$ cat src/rtl/irqd_pkg.sv
`timescale 1ns/1ps
package irqd_pkg;
  localparam int LVL_W    = 4;
  localparam int EXCM_BIT = 4;
  localparam int UM_BIT   = 5;

  typedef enum logic [1:0] {
    KIND_NONE   = 2'd0,
    KIND_USER   = 2'd1,
    KIND_KERNEL = 2'd2,
    KIND_DOUBLE = 2'd3
  } exc_kind_e;

  typedef struct packed {
    logic             take;
    logic             high;
    logic [LVL_W-1:0] lvl;
  } irq_dec_t;
endpackage

$ cat src/rtl/irqd_qualify.sv
`timescale 1ns/1ps
module irqd_qualify
  import irqd_pkg::*;
#(
  parameter int NUM_LEVELS = 7,
  parameter int NUM_LINES  = 32,
  localparam int MASK_W    = NUM_LEVELS * NUM_LINES
) (
  input  logic [LVL_W-1:0]     pend_lvl_i,
  input  logic [LVL_W-1:0]     cur_lvl_i,
  input  logic [MASK_W-1:0]    lvl_mask_i,
  input  logic [NUM_LINES-1:0] intset_i,
  input  logic [NUM_LINES-1:0] intenable_i,
  output irq_dec_t             dec_o
);
  logic [NUM_LEVELS-1:0] lvl_hit;
  logic [NUM_LINES-1:0]  live;

  assign live = intset_i & intenable_i;

  for (genvar k = 0; k < NUM_LEVELS; k++) begin : g_hit
    assign lvl_hit[k] = |(lvl_mask_i[k*NUM_LINES +: NUM_LINES] & live);
  end

  always_comb begin
    logic sel_hit;
    sel_hit = 1'b0;
    for (int k = 1; k <= NUM_LEVELS; k++) begin
      if (pend_lvl_i == LVL_W'(k)) sel_hit = lvl_hit[k-1];
    end
    dec_o.lvl  = pend_lvl_i;
    dec_o.high = (pend_lvl_i > LVL_W'(1));
    dec_o.take = sel_hit && (pend_lvl_i > cur_lvl_i);
  end
endmodule

$ cat src/rtl/irqd_vector.sv
`timescale 1ns/1ps
module irqd_vector
  import irqd_pkg::*;
#(
  parameter int          XLEN       = 32,
  parameter logic [31:0] DEF_VBASE  = 32'h4000_0000,
  parameter logic [31:0] VEC_STRIDE = 32'h0000_0040,
  parameter logic [31:0] USER_OFF   = 32'h0000_0340,
  parameter logic [31:0] KERN_OFF   = 32'h0000_0300,
  parameter logic [31:0] DBL_OFF    = 32'h0000_03C0,
  parameter bit          RELOC_EN   = 1'b1
) (
  input  logic             high_i,
  input  logic [LVL_W-1:0] lvl_i,
  input  exc_kind_e        kind_i,
  input  logic [XLEN-1:0]  vecbase_i,
  output logic [XLEN-1:0]  target_o
);
  logic [XLEN-1:0] raw;
  logic [XLEN-1:0] lvl_ext;

  assign lvl_ext = {{(XLEN-LVL_W){1'b0}}, lvl_i};

  always_comb begin
    if (high_i) begin
      raw = XLEN'(DEF_VBASE) + lvl_ext * XLEN'(VEC_STRIDE);
    end else begin
      unique case (kind_i)
        KIND_USER:   raw = XLEN'(DEF_VBASE) + XLEN'(USER_OFF);
        KIND_DOUBLE: raw = XLEN'(DEF_VBASE) + XLEN'(DBL_OFF);
        default:     raw = XLEN'(DEF_VBASE) + XLEN'(KERN_OFF);
      endcase
    end
  end

  if (RELOC_EN) begin : g_reloc
    assign target_o = raw - XLEN'(DEF_VBASE) + vecbase_i;
  end else begin : g_fixed
    assign target_o = raw;
  end
endmodule

$ cat src/rtl/irqd_save.sv
`timescale 1ns/1ps
module irqd_save
  import irqd_pkg::*;
#(
  parameter int          NUM_LEVELS = 7,
  parameter int          XLEN       = 32,
  parameter int          CAUSE_W    = 6,
  parameter logic [31:0] L1_CAUSE   = 32'd4,
  localparam int EPC_W = NUM_LEVELS * XLEN,
  localparam int EPS_W = (NUM_LEVELS - 1) * XLEN
) (
  input  logic               clk,
  input  logic               rst_n,
  input  logic               take_i,
  input  logic [LVL_W-1:0]   epc_sel_i,
  input  logic [LVL_W-1:0]   eps_sel_i,
  input  logic               depc_we_i,
  input  logic               cause_we_i,
  input  logic [XLEN-1:0]    pc_i,
  input  logic [XLEN-1:0]    ps_cur_i,
  input  logic [XLEN-1:0]    ps_nxt_i,
  input  exc_kind_e          kind_i,
  input  logic [XLEN-1:0]    target_i,
  output logic [EPC_W-1:0]   epc_o,
  output logic [EPS_W-1:0]   eps_o,
  output logic [XLEN-1:0]    depc_o,
  output logic [XLEN-1:0]    ps_o,
  output logic [CAUSE_W-1:0] exccause_o,
  output logic [1:0]         exc_kind_o,
  output logic [XLEN-1:0]    new_pc_o,
  output logic               taken_o
);
  for (genvar k = 1; k <= NUM_LEVELS; k++) begin : g_epc
    logic [XLEN-1:0] epc_q;
    always_ff @(posedge clk) begin
      if (!rst_n)                                   epc_q <= '0;
      else if (take_i && epc_sel_i == LVL_W'(k))    epc_q <= pc_i;
    end
    assign epc_o[(k-1)*XLEN +: XLEN] = epc_q;
  end

  for (genvar k = 2; k <= NUM_LEVELS; k++) begin : g_eps
    logic [XLEN-1:0] eps_q;
    always_ff @(posedge clk) begin
      if (!rst_n)                                   eps_q <= '0;
      else if (take_i && eps_sel_i == LVL_W'(k))    eps_q <= ps_cur_i;
    end
    assign eps_o[(k-2)*XLEN +: XLEN] = eps_q;
  end

  always_ff @(posedge clk) begin
    if (!rst_n) begin
      depc_o     <= '0;
      ps_o       <= '0;
      exccause_o <= '0;
      exc_kind_o <= KIND_NONE;
      new_pc_o   <= '0;
      taken_o    <= 1'b0;
    end else begin
      taken_o <= take_i;
      if (take_i) begin
        ps_o       <= ps_nxt_i;
        exc_kind_o <= kind_i;
        new_pc_o   <= target_i;
        if (depc_we_i)  depc_o     <= pc_i;
        if (cause_we_i) exccause_o <= CAUSE_W'(L1_CAUSE);
      end
    end
  end
endmodule

$ cat src/rtl/irq_dispatch.sv
`timescale 1ns/1ps
module irq_dispatch
  import irqd_pkg::*;
#(
  parameter int          NUM_LEVELS = 7,
  parameter int          NUM_LINES  = 32,
  parameter int          XLEN       = 32,
  parameter int          CAUSE_W    = 6,
  parameter logic [31:0] L1_CAUSE   = 32'd4,
  parameter bit          HAS_DEPC   = 1'b1,
  parameter bit          RELOC_EN   = 1'b1,
  parameter logic [31:0] DEF_VBASE  = 32'h4000_0000,
  parameter logic [31:0] VEC_STRIDE = 32'h0000_0040,
  parameter logic [31:0] USER_OFF   = 32'h0000_0340,
  parameter logic [31:0] KERN_OFF   = 32'h0000_0300,
  parameter logic [31:0] DBL_OFF    = 32'h0000_03C0,
  localparam int MASK_W = NUM_LEVELS * NUM_LINES,
  localparam int EPC_W  = NUM_LEVELS * XLEN,
  localparam int EPS_W  = (NUM_LEVELS - 1) * XLEN
) (
  input  logic               clk,
  input  logic               rst_n,
  input  logic [LVL_W-1:0]   pend_lvl_i,
  input  logic [XLEN-1:0]    ps_i,
  input  logic [MASK_W-1:0]  lvl_mask_i,
  input  logic [NUM_LINES-1:0] intset_i,
  input  logic [NUM_LINES-1:0] intenable_i,
  input  logic [XLEN-1:0]    pc_i,
  input  logic [XLEN-1:0]    vecbase_i,
  output logic [EPC_W-1:0]   epc_o,
  output logic [EPS_W-1:0]   eps_o,
  output logic [XLEN-1:0]    depc_o,
  output logic [XLEN-1:0]    ps_o,
  output logic [CAUSE_W-1:0] exccause_o,
  output logic [1:0]         exc_kind_o,
  output logic [XLEN-1:0]    new_pc_o,
  output logic               taken_o
);
  irq_dec_t        dec;
  exc_kind_e       kind_n;
  logic [XLEN-1:0] ps_n;
  logic [XLEN-1:0] target;
  logic [LVL_W-1:0] epc_sel, eps_sel;
  logic            depc_we, cause_we;
  logic            excm, um;

  assign excm = ps_i[EXCM_BIT];
  assign um   = ps_i[UM_BIT];

  irqd_qualify #(.NUM_LEVELS(NUM_LEVELS), .NUM_LINES(NUM_LINES)) u_qual (
    .pend_lvl_i (pend_lvl_i),
    .cur_lvl_i  (ps_i[LVL_W-1:0]),
    .lvl_mask_i (lvl_mask_i),
    .intset_i   (intset_i),
    .intenable_i(intenable_i),
    .dec_o      (dec)
  );

  always_comb begin
    kind_n   = KIND_NONE;
    ps_n     = ps_i;
    epc_sel  = '0;
    eps_sel  = '0;
    depc_we  = 1'b0;
    cause_we = 1'b0;
    ps_n[EXCM_BIT] = 1'b1;
    if (dec.high) begin
      epc_sel = dec.lvl;
      eps_sel = dec.lvl;
      ps_n[LVL_W-1:0] = dec.lvl;
    end else begin
      cause_we = 1'b1;
      if (excm) begin
        kind_n = KIND_DOUBLE;
        if (HAS_DEPC) depc_we = 1'b1;
        else          epc_sel = LVL_W'(1);
      end else begin
        epc_sel = LVL_W'(1);
        kind_n  = um ? KIND_USER : KIND_KERNEL;
      end
    end
  end

  irqd_vector #(
    .XLEN(XLEN), .DEF_VBASE(DEF_VBASE), .VEC_STRIDE(VEC_STRIDE),
    .USER_OFF(USER_OFF), .KERN_OFF(KERN_OFF), .DBL_OFF(DBL_OFF),
    .RELOC_EN(RELOC_EN)
  ) u_vec (
    .high_i   (dec.high),
    .lvl_i    (dec.lvl),
    .kind_i   (kind_n),
    .vecbase_i(vecbase_i),
    .target_o (target)
  );

  irqd_save #(
    .NUM_LEVELS(NUM_LEVELS), .XLEN(XLEN), .CAUSE_W(CAUSE_W), .L1_CAUSE(L1_CAUSE)
  ) u_save (
    .clk       (clk),
    .rst_n     (rst_n),
    .take_i    (dec.take),
    .epc_sel_i (epc_sel),
    .eps_sel_i (eps_sel),
    .depc_we_i (depc_we),
    .cause_we_i(cause_we),
    .pc_i      (pc_i),
    .ps_cur_i  (ps_i),
    .ps_nxt_i  (ps_n),
    .kind_i    (kind_n),
    .target_i  (target),
    .epc_o     (epc_o),
    .eps_o     (eps_o),
    .depc_o    (depc_o),
    .ps_o      (ps_o),
    .exccause_o(exccause_o),
    .exc_kind_o(exc_kind_o),
    .new_pc_o  (new_pc_o),
    .taken_o   (taken_o)
  );

  AST_TAKE_ABOVE: assert property (@(posedge clk) disable iff (!rst_n)
    taken_o |-> ($past(pend_lvl_i) > $past(ps_i[LVL_W-1:0])) &&
                ($past(pend_lvl_i) <= LVL_W'(NUM_LEVELS)));
  AST_HIGH_LEVEL_FIELD: assert property (@(posedge clk) disable iff (!rst_n)
    (taken_o && $past(pend_lvl_i) > LVL_W'(1)) |->
      (ps_o[LVL_W-1:0] == $past(pend_lvl_i)) && (exc_kind_o == KIND_NONE));
  AST_EXCM_ON_TAKE: assert property (@(posedge clk) disable iff (!rst_n)
    taken_o |-> ps_o[EXCM_BIT]);
  AST_L1_CAUSE: assert property (@(posedge clk) disable iff (!rst_n)
    (taken_o && $past(pend_lvl_i) == LVL_W'(1)) |->
      (exccause_o == CAUSE_W'(L1_CAUSE)) && (exc_kind_o != KIND_NONE));
  AST_HOLD_IDLE: assert property (@(posedge clk) disable iff (!rst_n)
    !taken_o |-> $stable(ps_o) && $stable(new_pc_o) && $stable(epc_o) &&
                 $stable(eps_o) && $stable(depc_o) && $stable(exccause_o) &&
                 $stable(exc_kind_o));
endmodule

$ cat config.mk
export PLATFORM = sky130hd
export DESIGN_NAME = irq_dispatch
export DESIGN_NICKNAME = d
export VERILOG_FILES = /design/src/rtl/irqd_pkg.sv /design/src/rtl/irqd_qualify.sv /design/src/rtl/irqd_vector.sv /design/src/rtl/irqd_save.sv /design/src/rtl/irq_dispatch.sv
export SDC_FILE = /design/constraint.sdc
export NUM_CORES = 1
export LEC_CHECK = 0
export ABC_AREA = 1
export BUFFER_PORTS_ARGS = -buffer_cell sky130_fd_sc_hd__buf_4
export CAP_MARGIN = 5
export CORE_AREA = 2 2 355 357
export CTS_BUF_LIST = sky130_fd_sc_hd__clkbuf_8
export DETAILED_ROUTE_END_ITERATION = 12
export DIE_AREA = 0 0 357 359
export GPL_TIMING_DRIVEN = 1
export HOLD_SLACK_MARGIN = 0.02
export SLEW_MARGIN = 40
export SYNTH_ARGS = -nofsm -noshare
export SYNTH_HDL_FRONTEND = slang
export SYNTH_SLANG_ARGS = --single-unit
$ cat constraint.sdc
create_clock -name clk -period 7.1 [get_ports clk]
set_clock_uncertainty 0.15 [all_clocks]
set_input_delay 0 -clock clk [delete_from_list [all_inputs] [get_ports clk]]
set_output_delay 0 -clock clk [all_outputs]
set_load 0.05 [all_outputs]
==> results of run 1 <==
worst paths after layout:
kind | start | end | cells after the start
setup / recovery | pend_lvl_i[2] | u_save.new_pc_o[24] | 22
hold / removal | ps_i[6] | u_save.g_eps[6].eps_q[6] | 6
setup reg to reg | u_save.g_eps[4].eps_q[1] | u_save.g_eps[4].eps_q[1] | 4
hold reg to reg | u_save.g_epc[7].epc_q[18] | u_save.g_epc[7].epc_q[18] | 2
worst register-to-register path: stages, from the launching register on:
cell,delay [ns]
dfxtp_1,0.51
inv_1,0.07
nand2_1,0.07
nand2_1,0.05
nor2_1,0.09
state kept, by name (all words and copies together) (netlist names):
| name | cells |
|---|---|
| u_save.g_epc.epc_q | 224 |
| u_save.g_eps.eps_q | 192 |
| u_save.depc_o | 32 |
| u_save.new_pc_o | 32 |
| u_save.ps_o | 32 |
| u_save.exc_kind_o | 2 |
| u_save.exccause_o | 1 |
| u_save.taken_o | 1 |
area by class of cell:
type,instances,area (um^2),area share
Sequential cell,516,10330,0.2877
Multi-Input combinational cell,2425,10040,0.2798
Timing Repair Buffer,1149,9340,0.2602
Tap cell,1650,2064,0.05750
Inverter,542,2034,0.05667
Clock buffer,116,1597,0.04447
Clock inverter,59,461.7,0.01286
Antenna cell,12,30.03,0.0008364
repair_timing:
item	in CTS	in global routing
setup endpoints to repair	0	0
hold buffers	226	0
hold endpoints to repair	514	0
power by group through the flow:
stage / clock network (mW) / registers, mW / logic [mW]
final: 3.12 / 3.01 / 1.21
after global placement: 0 / 3.07 / 1.09
after global routing: 3.37 / 3.02 / 1.29
after floorplan: 0 / 3.32 / 0.332
after detailed placement: 0 / 3.07 / 1.10
after CTS: 3.25 / 3.01 / 1.21
synthesized netlist by cell type, drive strengths merged (16+ instances only):
library cell	n	share of area
clkbuf	96	0.015
a21oi	83	0.018
nand4	19	0.0057
nor2	963	0.15
dfxtp	516	0.44
inv	541	0.086
buf	110	0.034
nand2	1017	0.16
nand3	138	0.032
xor2	16	0.0060
nor3	20	0.0052
o21ai	133	0.028
cells by family (layout without fill, tap and decap cells):
| group | after synthesis | after routing |
|---|---|---|
| AO/OA/AOI/OAI | 225 | 225 |
| XOR/XNOR | 23 | 23 |
| adder cells (fa/ha/maj) | 9 | 9 |
| buffers and inverters | 748 | 1866 |
| flip-flops | 516 | 516 |
| other | 1 | 17 |
| AND/OR/NAND/NOR | 2163 | 2163 |
routing by layer:
layer  GRT usage  share of wire
met1      0.2230           0.44
met2      0.2799           0.45
met4     0.05792          0.031
met3     0.05102          0.082
met5           0        0.00059
==> results.py, run 1 <==
metrics = {
    "cts": {
        "cts-resized-gates": 0,
        "clock_latency_ns": 0.74,
        "htreeDepth": 3,
        "cts_sinks": 516,
        "cts_inserted_buffers": 98,
        "clkTransAtPathRegs_ns": 0.06,
        "cts_setup_buffers": 0,
        "clockBufferDepth": 3,
        "cts-root-buf": "clkbuf_8",
        "cts_tree": "done",
    },
    "pwr": {
        "pwr-share-seq": 0.410,
        "p_switching_mw": 2.226,
        "power.density_nw_per_um2": 204.6,
        "power_mw": 7.347,
        "comb_power_share": 0.165,
        "p_clk_frac": 0.425,
        "p_int_mw": 5.120,
        "swShare": 0.3031,
        "ir_worst_vdd_mv": 0.1766,
        "leakage_nw": 19.04,
    },
    "worst_hold_path": {
        "hold_class": "in -> reg",
    },
    "detailed_routing": {
        "vias_per_cell": 4.007,
        "vias": 25919,
        "route.detailed.drc": 0,
        "antenna_left": 0,
        "drt-total-wl_um": 115700,
        "drt-initial-drc-count": 1857,
        "wl_per_cell_um": 17.89,
        "dr.pass1.iters": 5,
    },
    "timing": {
        "setup_viol": 0,
        "whs_ns": 0.1596,
        "fin_crit_sh": 0.7839,
        "relSlewSlack": 0.4487,
        "fin_crit_ns": 5.565,
        "drv_slew": 0,
        "hold_viol_final": 0,
        "rsz0062_at_grt": "false",
        "clock.fmax_mhz": 179.7,
        "worstMarginPinSlew_ns": 0.8242,
        "fin_setup_tns_ns": 0,
        "setup_ws_ns": 1.535,
    },
    "global_route": {
        "overflow": 0,
        "grt_max_degree": 127,
        "grt_pass1_vias": 24652,
        "track_usage": 0.1746,
        "grt_pass1_wl_um": 166300,
        "antenna_found_initial": 20,
    },
    "finish": {
        "final_cells": 6469,
        "fillers": 13630,
        "final_area_um2": 35900,
        "areaGrowthSynthToFinish_pct": 52.70,
        "final_common_cell": "nand2_1",
        "final_nets": 5131,
        "final_layout_size_suffix_gt1_frac": 0.2288,
        "final_cell_mix": "nand2_1, nor2_1, buf_4",
        "final_util": 0.2882,
    },
    "yosys": {
        "synth_cells": 3685,
        "ys_ff_latch": 516,
        "yosysUniqueCellTypes": 38,
        "synth_compound_area_frac": 0.04933,
        "syn_area_um2": 23510,
        "synth-edff-count": 0,
        "syn_area_per_cell_um2": 6.380,
        "synth_xor_area_frac": 0.008568,
        "synth_ff_type": "dfxtp_1",
        "muxShareOfSynthArea": 0,
        "synth_top_family_by_area": "simple AND/OR/NAND/NOR gates",
        "synth_fa_ha_area_frac": 0.005109,
        "yosysSeqAreaShare": 0.4394,
        "ys_warn_count": 0,
        "async_flop_share": 0,
        "synth_simple_gate_area_frac": 0.3612,
    },
    "setup_path": {
        "path_delay_family": "buffers and inverters",
        "crit_arrival_ns": 6.08,
        "path_class": "in -> reg",
        "worst_path_max_delay_cell": "dlygate4sd3_1",
        "worstPathMaxFanout": 9,
        "r2r_slack_ns": 6.10,
        "slowest_delay_ns": 0.65,
        "critPathBufInv": 9,
        "path_cells": "dlygate4sd3_1, buf_4, nor2_1, dlygate4sd3_1, inv_1, nor2_1, clkinv_1, nor2_1, dlygate4sd3_1, nor2_1, fa_1, inv_1, a31oi_1, nor3_1, nand2_1, nor2_1, nand4_1, xor2_1, dlygate4sd3_1, nand2_1, dlygate4sd3_1, nand2_1",
        "critPathLaunchType": "input port",
        "worstSetupEndpointType": "register",
        "required_ns": 7.61,
    },
    "place": {
        "dp_cells": 6055,
        "dp_slack_ns": 3.331,
        "placed_area_um2": 31540,
        "dp_hpwl_um": 84780,
        "gp_congestion": 1.006,
        "port_buffers": 905,
    },
    "die": {
        "placementRows": 130,
        "core-area_um2": 124600,
        "dieArea_um2": 128200,
        "initial_core_util": 0.1887,
        "die_h_um": 359,
        "io_pins": 911,
        "die_x_um": 357,
    },
    "flow_run": {
        "maxCapViolCount": 0,
    },
    "run_status": {
        "status": "finished clean",
    },
}
No activity file was read; power rests on OpenSTA's default activity.
==> run 2, diff against run 1 <==
--- a/config.mk
+++ b/config.mk
@@ -8,10 +8,10 @@
 export ABC_AREA = 1
 export BUFFER_PORTS_ARGS = -buffer_cell sky130_fd_sc_hd__buf_4
 export CAP_MARGIN = 5
-export CORE_AREA = 2 2 355 357
+export CORE_AREA = 2 2 358 360
 export CTS_BUF_LIST = sky130_fd_sc_hd__clkbuf_8
 export DETAILED_ROUTE_END_ITERATION = 12
-export DIE_AREA = 0 0 357 359
+export DIE_AREA = 0 0 360 362
 export GPL_TIMING_DRIVEN = 1
 export HOLD_SLACK_MARGIN = 0.02
 export SLEW_MARGIN = 40
==> constraint.sdc (replaced) <==
create_clock -name clk -period 5.7 [get_ports clk]
set_clock_uncertainty 0.15 [all_clocks]
set_input_delay 0 -clock clk [delete_from_list [all_inputs] [get_ports clk]]
set_output_delay 0 -clock clk [all_outputs]
set_load 0.05 [all_outputs]
==> results.py, run 2 (same netlist as run 1, synthesis figures left out) <==
metrics = {
    "run_status": {
        "status": "finished clean",
    },
    "finish": {
        "final_layout_size_suffix_gt1_frac": 0.2263,
        "final_nets": 5137,
        "areaGrowthSynthToFinish_pct": 52.38,
        "final_cell_mix": "nand2_1, nor2_1, buf_4",
        "top_regs": "u_save.g_epc.epc_q: 224 flops, u_save.g_eps.eps_q: 192 flops",
        "largest_reg_flops": 224,
        "final_util": 0.2828,
        "final_common_cell": "nand2_1",
        "largest_register": "u_save.g_epc.epc_q",
    },
    "die": {
        "dieArea_um2": 130300,
        "placementRows": 131,
        "core-area_um2": 126700,
        "die_h_um": 362,
        "initial_core_util": 0.1856,
        "die_x_um": 360,
        "io_pins": 911,
    },
    "detailed_routing": {
        "vias": 26130,
        "vias_per_cell": 4.035,
        "drt-initial-drc-count": 1600,
        "dr.pass1.iters": 5,
        "antenna_left": 0,
        "wl_per_cell_um": 18.01,
        "route.detailed.drc": 0,
        "drt-total-wl_um": 116600,
    },
    "place": {
        "dp_hpwl_um": 84080,
        "port_buffers": 905,
        "gp_congestion": 0.9441,
    },
    "setup_path": {
        "crit_arrival_ns": 5.98,
        "worstSetupEndpointType": "register",
        "worstPathMaxFanout": 9,
        "regToRegStartpoint": "u_save.g_epc[1].epc_q[22]",
        "worst_path_max_delay_cell": "dlygate4sd3_1",
        "critPathBufInv": 9,
        "critPathLaunchType": "input port",
        "required_ns": 6.24,
        "slowest_delay_ns": 0.62,
        "path_class": "in -> reg",
        "crit_path_frequent_cell": "dlygate4sd3_1",
        "crit_start": "pend_lvl_i[1]",
        "path_delay_family": "buffers and inverters",
        "path_cells": "dlygate4sd3_1, buf_4, dlygate4sd3_1, nor2_1, dlygate4sd3_1, clkinv_1, nor2_2, dlygate4sd3_1, nor2_1, fa_1, inv_1, a31oi_1, nor3_2, nand2_1, nor2_1, nand4_1, dlygate4sd3_1, xor2_1, dlygate4sd3_1, nand2_1, nand2_1",
    },
    "worst_hold_path": {
        "hp-start": "lvl_mask_i[149]",
        "hold_class": "in -> reg",
    },
    "global_route": {
        "antenna_found_initial": 29,
        "grt_pass1_vias": 24644,
        "overflow": 0,
        "grt_max_degree": 173,
        "track_usage": 0.1722,
        "grt_pass1_wl_um": 166500,
    },
    "timing": {
        "setup_viol": 0,
        "fin_crit_ns": 5.445,
        "fin_setup_tns_ns": 0,
        "drv_slew": 0,
        "worstMarginPinSlew_ns": 0.8725,
        "rsz0062_at_grt": "false",
        "clock.fmax_mhz": 183.6,
        "relSlewSlack": 0.4164,
        "fin_crit_sh": 0.9553,
        "hold_viol_final": 0,
    },
    "pwr": {
        "comb_power_share": 0.171,
        "p_clk_frac": 0.408,
        "p_int_mw": 6.191,
        "leakage_nw": 18.97,
        "ir_worst_vdd_mv": 0.1728,
        "power.density_nw_per_um2": 248.7,
        "swShare": 0.3054,
        "p_switching_mw": 2.721,
        "pwr-share-seq": 0.421,
    },
    "flow_run": {
        "maxCapViolCount": 0,
    },
    "cts": {
        "cts_setup_buffers": 0,
        "clockBufferDepth": 3,
        "htreeDepth": 3,
        "cts-root-buf": "clkbuf_8",
        "cts_sinks": 516,
        "cts_tree": "done",
        "clkTransAtPathRegs_ns": 0.06,
        "cts_inserted_buffers": 95,
        "clock_latency_ns": 0.78,
    },
}
## run 2: cell types whose count changed in the layout (fill, tap and decap cells not counted), moves of 2 or more
cell | before | now
dlygate4sd3_1 | 224 | 236
inv_1 | 559 | 554
clkbuf_8 | 116 | 111
bufinv_16 | 6 | 4
buf_6 | 3 | 1
clkinv_2 | 7 | 5
inv_6 | 0 | 3
diode_2 | 12 | 16
clkinvlp_4 | 4 | 0
inv_8 | 4 | 1
## run 2: worst min-delay path: stages
cell and delay (ns):
buf_4 0.08, a211oi_1 0.05, nand2_1 0.07, nor2_1 0.04
nand2_1 0.11, nand2_1 0.10, nand4_4 0.27, nand4_1 0.18
nand2_1 0.10, nor2_1 0.04
## run 2: path summary, 6_finish.rpt
kind                                                   to  slack (ns)  cells after the start
worst max-delay path                  u_save.new_pc_o[24]        0.25                     21
worst min-delay path            u_save.g_eps[6].eps_q[22]        0.15                     10
worst max register to register  u_save.g_epc[1].epc_q[22]        4.33                      5
worst min register to register  u_save.g_epc[7].epc_q[16]        0.29                      2
## run 2: what timing repair did
item / 4_1_cts / 5_1_grt
resized for setup: 0 / 2
hold buffers: 236 / 0
hold endpoints to repair: 514 / 0
setup endpoints to repair: 0 / 1
## run 2: layer usage
layer	up-vias	track usage	part of all wire
met5	-	0	0.00091
met4	16	0.07102	0.037
met3	234	0.06120	0.088
met2	1017	0.2737	0.45
met1	11862	0.2106	0.43
li1	13001	-	-
## run 2: area by class of cell
class | instances | area, um^2
Clock buffer | 111 | 1528
Inverter | 542 | 2034
Clock inverter | 46 | 335.3
Multi-Input combinational cell | 2425 | 10050
Sequential cell | 516 | 10330
Tap cell | 1662 | 2079
Fill cell | 13834 | 90870
Antenna cell | 16 | 40.04
Timing Repair Buffer | 1158 | 9428
## run 2: power by group through the flow
stage	clock network [mW]	registers, mW	logic (mW)
after floorplan	0	4.14	0.413
after global placement	0	3.82	1.36
after detailed placement	0	3.83	1.37
after CTS	3.79	3.75	1.51
after global routing	3.92	3.76	1.62
final	3.64	3.75	1.52
## run 2: through the flow
stage	worst slack (ns)	hold slack (ns)	area, um^2	power [mW]	instances
2_1_floorplan	2.800	-0.01508	23530	4.552	3689
3_3_place_gp	2.122	0.1009	31480	5.188	6064
3_5_place_dp	2.012	0.1207	31500	5.196	6065
4_1_cts	0.2953	0.04752	35730	9.055	6458
5_1_grt	0.04000	0.1010	35810	9.298	6470
6_report	0.2546	0.1540	35830	8.912	6476
==> run 3, diff against run 2 <==
==> constraint.sdc (replaced) <==
create_clock -name clk -period 5.7 [get_ports clk]
set_clock_uncertainty 0.15 [all_clocks]
set_input_delay 0.855 -clock clk [delete_from_list [all_inputs] [get_ports clk]]
set_output_delay 0.855 -clock clk [all_outputs]
set_load 0.05 [all_outputs]
==> results.py, run 3 (same netlist as run 1, synthesis figures left out) <==
metrics = {
    "run_status": {
        "status": "finished clean",
    },
    "die": {
        "io_pins": 911,
        "core-area_um2": 126700,
        "die_h_um": 362,
        "dieArea_um2": 130300,
        "die_x_um": 360,
        "initial_core_util": 0.1856,
        "placementRows": 131,
    },
    "pwr": {
        "leakage_nw": 18.08,
        "p_int_mw": 6.263,
        "pwr-share-seq": 0.420,
        "comb_power_share": 0.154,
        "p_switching_mw": 2.664,
        "ir_worst_vdd_mv": 0.1811,
        "power.density_nw_per_um2": 264.6,
        "swShare": 0.2984,
        "p_clk_frac": 0.426,
    },
    "finish": {
        "largest_register": "u_save.g_epc.epc_q",
        "final_common_cell": "nand2_1",
        "largest_reg_flops": 224,
        "final_cells": 6256,
        "top_regs": "u_save.g_epc.epc_q: 224 flops, u_save.g_eps.eps_q: 192 flops",
        "final_cell_mix": "nand2_1, nor2_1, buf_4",
        "final_layout_size_suffix_gt1_frac": 0.2424,
        "final_nets": 4911,
        "fillers": 14074,
        "areaGrowthSynthToFinish_pct": 43.50,
    },
    "worst_hold_path": {
        "hp-start": "vecbase_i[3]",
        "holdPathEnd": "u_save.new_pc_o[3]",
        "hold_depth": 3,
        "hold_class": "in -> reg",
    },
    "place": {
        "port_buffers": 905,
        "dp_cells": 6077,
        "dp_hpwl_um": 85180,
        "gp_congestion": 0.9557,
    },
    "setup_path": {
        "required_ns": 6.21,
        "r2r_slack_ns": 4.83,
        "r2r-end": "u_save.g_eps[2].eps_q[10]",
        "regToRegStartpoint": "u_save.g_eps[2].eps_q[10]",
        "worstPathMaxFanout": 9,
        "path_class": "in -> reg",
        "worst_path_max_delay_cell": "fa_1",
        "path_cells": "buf_4, nor2_1, inv_1, nor2_1, clkinv_1, a21oi_1, inv_1, nand2_1, ha_1, inv_1, fa_1, inv_1, a31oi_1, nor3_1, nand2_1, nor2_1, nand3_1, xor2_1, o21ai_0, nor2_1",
        "r2r_cells": 4,
        "slowest_delay_ns": 0.40,
        "critPathLaunchType": "input port",
        "crit_arrival_ns": 4.10,
        "worstSetupEndpointType": "register",
    },
    "global_route": {
        "grt_max_degree": 129,
        "track_usage": 0.1631,
        "grt_pass1_wl_um": 158400,
        "overflow": 0,
        "grt_pass1_vias": 23208,
        "antenna_found_initial": 27,
    },
    "cts": {
        "clock_latency_ns": 0.75,
        "cts-resized-gates": 0,
        "clockBufferDepth": 3,
        "postCtsHoldBufs": 0,
        "cts_tree": "done",
        "cts-root-buf": "clkbuf_8",
        "htreeDepth": 3,
        "cts_setup_buffers": 0,
        "cts_sinks": 516,
        "cts_inserted_buffers": 95,
        "clkTransAtPathRegs_ns": 0.06,
    },
    "detailed_routing": {
        "wl_per_cell_um": 17.63,
        "vias_per_cell": 3.957,
        "vias": 24754,
        "antenna_left": 0,
        "route.detailed.drc": 0,
        "drt-total-wl_um": 110300,
        "dr.pass1.iters": 8,
        "drt-initial-drc-count": 1685,
    },
    "timing": {
        "fin_crit_sh": 0.6311,
        "setup_viol": 0,
        "fin_crit_ns": 3.597,
        "worstMarginPinSlew_ns": 0.9398,
        "rsz0062_at_grt": "false",
        "relSlewSlack": 0.3735,
        "whs_ns": 0.1962,
        "hold_viol_final": 0,
        "fin_setup_tns_ns": 0,
        "clock.fmax_mhz": 278.0,
        "drv_slew": 0,
    },
    "flow_run": {
        "maxCapViolCount": 0,
    },
}
[run 3: worst max-delay path by stage]
stage / from / to / cells past startpoint
after global routing: pend_lvl_i[3] / u_save.new_pc_o[26] / 20
after global placement: pend_lvl_i[3] / u_save.new_pc_o[26] / 20
after CTS: pend_lvl_i[3] / u_save.new_pc_o[26] / 20
after detailed placement: pend_lvl_i[3] / u_save.new_pc_o[26] / 20
after floorplan: pend_lvl_i[3] / u_save.new_pc_o[26] / 19
final: pend_lvl_i[3] / u_save.new_pc_o[26] / 20
[run 3: cell type report]
cell class,count,area (um^2),share of cell area
diodes,18,45.04,0.001335
clock buffers,120,1652,0.04895
clock inverters,41,354.1,0.01050
inverters,542,2034,0.06030
multi-input cells,2425,10040,0.2977
flip-flops and latches,516,10330,0.3062
well taps,1662,2079,0.06164
repair buffers,932,7199,0.2134
[run 3: per-stage QoR]
| stage | cell area [um^2] | power, mW | setup WS, ns | utilization |
|---|---|---|---|---|
| after global placement | 31600 | 5.196 | 1.210 | 0.2494 |
| after floorplan | 23530 | 4.552 | 1.945 | - |
| final | 33740 | 8.927 | 2.103 | 0.2663 |
| after global routing | 33720 | 9.320 | 1.818 | 0.2661 |
| after detailed placement | 31690 | 5.204 | 1.376 | 0.2501 |
| after CTS | 33690 | 9.067 | 2.266 | 0.2659 |
[run 3: worst max-delay path, delay by kind of cell]
kind                       cells  cell delay, ns
and+or+nand+nor                8            1.32
buffers and inverters          6            0.67
AOI/OAI and AO/OA              3            0.54
adders and majority gates      2            0.56
xor gates and xnor gates       1            0.16
[run 3: metal layers]
metal / track usage / vias up / share of wire
met1: 0.2032 / 11133 / 0.43
met4: 0.05363 / 20 / 0.026
met5: 0 / - / 0.0011
li1: - / 12548 / -
met3: 0.05829 / 176 / 0.092
met2: 0.2606 / 877 / 0.45
[run 3: power by group through the flow]
stage	Clock, mW	Sequential (mW)	Combinational, mW
after detailed placement	0	3.83	1.38
after floorplan	0	4.14	0.413
after global routing	4.09	3.76	1.47
after global placement	0	3.82	1.37
final	3.80	3.75	1.38
after CTS	3.94	3.75	1.38
